===== src/rtl/lrw_pkg.sv =====
package lrw_pkg;

    typedef enum logic {
        POLL_IDLE = 1'b0,
        POLL_WAIT = 1'b1
    } poll_state_e;

    typedef struct packed {
        logic busy;
        logic timeout;
    } poll_status_t;

    function automatic int cnt_bits(input int n);
        return (n <= 2) ? 1 : $clog2(n);
    endfunction

endpackage


===== src/rtl/lrw_interval_timer.sv =====
module lrw_interval_timer #(
    parameter int INTERVAL = 5000
) (
    input  logic clk,
    input  logic rst,
    input  logic restart,
    input  logic run,
    input  logic tick,
    output logic expire
);
    localparam int W = lrw_pkg::cnt_bits(INTERVAL);
    localparam logic [W-1:0] LAST = W'(INTERVAL - 1);

    logic [W-1:0] cnt;
    logic         step;

    assign step   = run && tick && !restart && !rst;
    assign expire = step && (cnt == LAST);

    always_ff @(posedge clk) begin
        if (rst || restart) begin
            cnt <= '0;
        end else if (step) begin
            cnt <= (cnt == LAST) ? '0 : cnt + 1'b1;
        end
    end


    timer_restart_chk: assert property (@(posedge clk) disable iff (rst)
        restart |=> (cnt == '0));


    cnt_range_chk: assert property (@(posedge clk) disable iff (rst)
        cnt <= LAST);


    timer_hold_chk: assert property (@(posedge clk) disable iff (rst)
        (!run && !restart) |=> $stable(cnt));

endmodule


===== src/rtl/lrw_reset_poller.sv =====
module lrw_reset_poller #(
    parameter int POLL_LIMIT = 50
) (
    input  logic                 clk,
    input  logic                 rst,
    input  logic                 issue,
    input  logic                 tick,
    input  logic                 done,
    output lrw_pkg::poll_status_t status
);
    import lrw_pkg::*;

    localparam int W = cnt_bits(POLL_LIMIT);
    localparam logic [W-1:0] LASTP = W'(POLL_LIMIT - 1);

    poll_state_e state;
    logic [W-1:0] polls;
    logic         timeout_q;

    always_ff @(posedge clk) begin
        if (rst) begin
            state     <= POLL_IDLE;
            polls     <= '0;
            timeout_q <= 1'b0;
        end else begin
            unique case (state)
                POLL_IDLE: begin
                    if (issue) begin
                        state <= POLL_WAIT;
                        polls <= '0;
                    end
                end
                POLL_WAIT: begin
                    if (tick) begin
                        if (done) begin
                            state <= POLL_IDLE;
                        end else if (polls == LASTP) begin
                            state     <= POLL_IDLE;
                            timeout_q <= 1'b1;
                        end else begin
                            polls <= polls + 1'b1;
                        end
                    end
                end
                default: state <= POLL_IDLE;
            endcase
        end
    end

    assign status.busy    = (state == POLL_WAIT);
    assign status.timeout = timeout_q;


    busy_fall_chk: assert property (@(posedge clk) disable iff (rst)
        $fell(status.busy) |-> $past(tick));


    timeout_rise_chk: assert property (@(posedge clk) disable iff (rst)
        $rose(status.timeout) |-> $fell(status.busy));


    timeout_sticky_chk: assert property (@(posedge clk) disable iff (rst)
        status.timeout |=> status.timeout);


    no_reissue_chk: assert property (@(posedge clk) disable iff (rst)
        status.busy |-> !issue);

endmodule


===== src/rtl/lrw_link_edge.sv =====
module lrw_link_edge (
    input  logic clk,
    input  logic rst,
    input  logic link_in,
    output logic change
);
    logic prev_q;

    always_ff @(posedge clk) begin
        if (rst) begin
            prev_q <= 1'b0;
            change <= 1'b0;
        end else begin
            prev_q <= link_in;
            change <= link_in ^ prev_q;
        end
    end

endmodule


===== src/rtl/link_recovery_wdog.sv =====
module link_recovery_wdog #(
    parameter int INTERVAL   = 5000,
    parameter int POLL_LIMIT = 50
) (
    input  logic clk,
    input  logic rst,
    input  logic link_up,
    input  logic loopback_on,
    input  logic tick_ms,
    input  logic tick_us,
    input  logic rst_done,
    output logic rst_req,
    output logic rst_timeout,
    output logic link_change
);
    import lrw_pkg::*;

    poll_status_t poll_st;
    logic         hold_off;
    logic         fire;

    assign hold_off = link_up || loopback_on;

    lrw_interval_timer #(.INTERVAL(INTERVAL)) u_timer (
        .clk     (clk),
        .rst     (rst),
        .restart (hold_off),
        .run     (!poll_st.busy),
        .tick    (tick_ms),
        .expire  (fire)
    );

    lrw_reset_poller #(.POLL_LIMIT(POLL_LIMIT)) u_poller (
        .clk    (clk),
        .rst    (rst),
        .issue  (fire),
        .tick   (tick_us),
        .done   (rst_done),
        .status (poll_st)
    );

    lrw_link_edge u_edge (
        .clk     (clk),
        .rst     (rst),
        .link_in (link_up),
        .change  (link_change)
    );

    assign rst_req     = poll_st.busy;
    assign rst_timeout = poll_st.timeout;


    loop_suppress_chk: assert property (@(posedge clk) disable iff (rst)
        $rose(rst_req) |-> $past(!loopback_on && !link_up && tick_ms));


    change_source_chk: assert property (@(posedge clk) disable iff (rst)
        (link_change && !$past(rst)) |-> ($past(link_up) != $past(link_up, 2)));

endmodule


===== config.mk =====
export PLATFORM = sky130hd
export DESIGN_NAME = link_recovery_wdog
export DESIGN_NICKNAME = d
export VERILOG_FILES = /design/src/rtl/lrw_pkg.sv /design/src/rtl/lrw_interval_timer.sv /design/src/rtl/lrw_reset_poller.sv /design/src/rtl/lrw_link_edge.sv /design/src/rtl/link_recovery_wdog.sv
export SDC_FILE = /design/constraint.sdc
export NUM_CORES = 1
export LEC_CHECK = 0
export CELL_PAD_IN_SITES_DETAIL_PLACEMENT = 0
export CELL_PAD_IN_SITES_GLOBAL_PLACEMENT = 1
export CORE_MARGIN = 2
export CORE_UTILIZATION = 45
export CTS_CLUSTER_SIZE = 8
export DETAILED_ROUTE_END_ITERATION = 6
export PLACE_DENSITY_LB_ADDON = 0.1
export SLEW_MARGIN = 20
export SYNTH_ARGS = -nofsm -noshare
export SYNTH_HDL_FRONTEND = slang
export SYNTH_SLANG_ARGS = --single-unit
export TNS_END_PERCENT = 1

===== constraint.sdc =====
create_clock -name clk -period 3.1 [get_ports clk]
set_input_delay 0.31 -clock clk [delete_from_list [all_inputs] [get_ports clk]]
set_output_delay 0.31 -clock clk [all_outputs]
set_load 0.1 [all_outputs]

==> results.cfg <==
[cells_and_area]
final_common_cell = dfxtp_1
fin_area_sq_um = 1280
drive_above_1_share_pct = 4.83
antenna_cells = 0
area_growth_pct = 12.2
fin_nets = 156
final_cell_mix = dfxtp_1 (23), nor2_1 (13), nand3_1 (11)
fillers = 232

[sta]
drv_slew = 0
rsz0062_at_grt = false
fin_worst_skew_ps = 4.97
hold_viol = 0
clock.fmax_mhz = 475
setup_tns_ps = 0
worst_slack_ps = 993
min_period_over_period_pct = 68.0
setup_violations = 0
worstMarginPinSlew_ps = 966
min_period_ps = 2110
relSlewSlack_pct = 35.4

[setup_path]
crit_fanout = 2
cp_slowest_stage_delay_ps = 1130
r2r-start = u_poller.state
crit_path_cell_trace = clkdlybuf4s50_1
cp.arrival_ps = 1800
critPathRequiredTime_ps = 2790
crit_start = u_poller.timeout_q
cpMaxStageDelayCell = clkdlybuf4s50_1
critical_path.endpoint_type = primary output
start_kind = register
cp_top_family = buffers and inverters
crit_type = reg2out
worst-path-buf-inv = 1

[synth]
synth_cell_types = 36
ys_ff_latch = 23
synthFlopType = dfxtp_1
yosys_warnings = 0
async_reset_ff_share_pct = 0
syn_nets = 144
syn_area_sq_um = 1140
synth-edff-count = 0
syn-instance-count = 134
avgSynthCellArea_sq_um = 8.49
ys_seq_area_share_pct = 40.5

[clock_network]
ctsResizeCount = 0
htree_levels = 1
cts_buffer_depth = 2
cts_hold_buf = 0
cts_tree = built
post_cts_buffers = 0
cts_made_buffers = 3
clk_pin_slew_ps = 130
clkLatencyLatePin_ps = 300
cts.sinks = 23
cts-root-buf = clkbuf_4

[hold_path]
hold_start = u_timer.cnt[12]
hp-class = reg2reg

[floorplan]
core-area_sq_um = 2430
rows = 18
ios = 10
die_w_um = 54.3
start_util_pct = 46.8
dieArea_sq_um = 2950
die_h_um = 54.3

[placed_design]
routabilityCongestion = 0.816
portBuffers = 9
hpwl_um = 1720
placed_cell_area_sq_um = 1250
pre_cts_ws_ps = 813

[global_route]
grt_pass1_wl_um = 3820
grtUsageTotal_pct = 18.0
grt_start_max_net_pins = 13
grt_remaining_overflow = 0
grt_pass1_vias = 895
antenna_found_initial = 0

[power_and_ir_drop]
p_int_uw = 362
switching_share_pct = 23.3
vdd_drop_max_mv = 0.235
p_sw_uw = 110
sequentialPowerShare_pct = 63.3
clockPowerShare_pct = 29.3
total_power_uw = 472
p_leak_uw = 0.000378
combPwrFrac_pct = 7.4
p_per_area_nw_per_um2 = 370

[routing]
viasPerCell = 5.59
wl_per_cell_um = 13.1
drcViolationCount = 0
dr_total_vias = 978
antenna_left = 0
drt_iter0_drc = 14
wl_um = 2290
drt-pass1-iter-count = 4

[run]
maxCapViolations = 0

[status]
outcome = completed
-- state kept, by name (all words and copies together) (netlist names) --
| name | cells |
|---|---|
| u_timer.cnt | 13 |
| u_edge.change | 1 |
| u_poller.timeout_q | 1 |
| u_poller.polls | 6 |
| u_poller.state | 1 |
| u_edge.prev_q | 1 |
-- worst paths after layout --
check,to,slack [ps],cells after the start
worst min register to register,u_timer.cnt[12],490,2
worst max register to register,u_timer.cnt[12],1260,4
worst min-delay path,u_timer.cnt[12],490,2
worst max-delay path,rst_timeout,990,1
-- metrics by stage --
step | hold slack (ps) | instances | util, %
finish | 491 | 175 | 52.5
global route | 505 | 175 | 52.5
CTS | 492 | 175 | 52.5
detailed placement | 474 | 171 | 51.4
global placement | 461 | 171 | 51.4
floorplan | 438 | 134 | -
-- synthesized netlist by cell type (2+ instances only) --
library cell,number,area (sq um)
dfxtp_1,23,460
nor2_1,13,48.8
nand3_1,11,55.1
inv_1,10,37.5
xnor2_1,10,87.6
nand2_1,7,26.3
nor3_1,7,35.0
a21oi_1,6,30.0
o21ai_0,6,30.0
nor4_1,4,25.0
ha_1,3,37.5
nor2b_1,3,18.8
nor4b_1,3,26.3
o211ai_1,3,22.5
a31oi_1,2,12.5
and4_1,2,17.5
or4_1,2,15.0
-- layout make-up --
| cell class | count | area (sq um) | area share, % |
|---|---|---|---|
| Multi-Input combinational cell | 98 | 619 | 48.5 |
| Timing Repair Buffer | 10 | 95.1 | 7.45 |
| Clock buffer | 4 | 26.3 | 2.06 |
| Inverter | 10 | 37.5 | 2.94 |
| Tap cell | 30 | 37.5 | 2.94 |
| Sequential cell | 23 | 460 | 36.1 |
-- worst reg2reg max path, delay by kind of cell, from the launching register on --
| family | cells | cell delay, ps |
|---|---|---|
| simple gates | 3 | 1220 |
| flops | 1 | 430 |
| compound gates | 1 | 140 |
-- routing by layer --
| metal | share of wire [%] | track usage [%] |
|---|---|---|
| met4 | 0.65 | 8.33 |
| met3 | 2.3 | 3.01 |
| met2 | 50 | 31.1 |
| met5 | 0 | 0 |
| met1 | 47 | 21.6 |
-- kinds of logic after synthesis --
family	count (synthesis)	share of synthesized area, %
buffers and inverters	13	5.06
multiplexers	1	0.880
adder cells (fa/ha/maj)	3	3.30
flip-flops	23	40.5
XOR/XNOR	11	8.47
AND/OR/NAND/NOR	63	31.2
AO/OA/AOI/OAI	20	10.6
-- power groups by stage --
stage	clock network (uW)	logic, uW	registers, uW
2_1_floorplan	0	14.0	313
3_3_place_gp	0	34.5	305
3_5_place_dp	0	34.8	306
4_1_cts	148	35.0	299
5_1_grt	157	37.9	299
6_report	138	34.9	299
No activity file was read; power rests on OpenSTA's default activity.
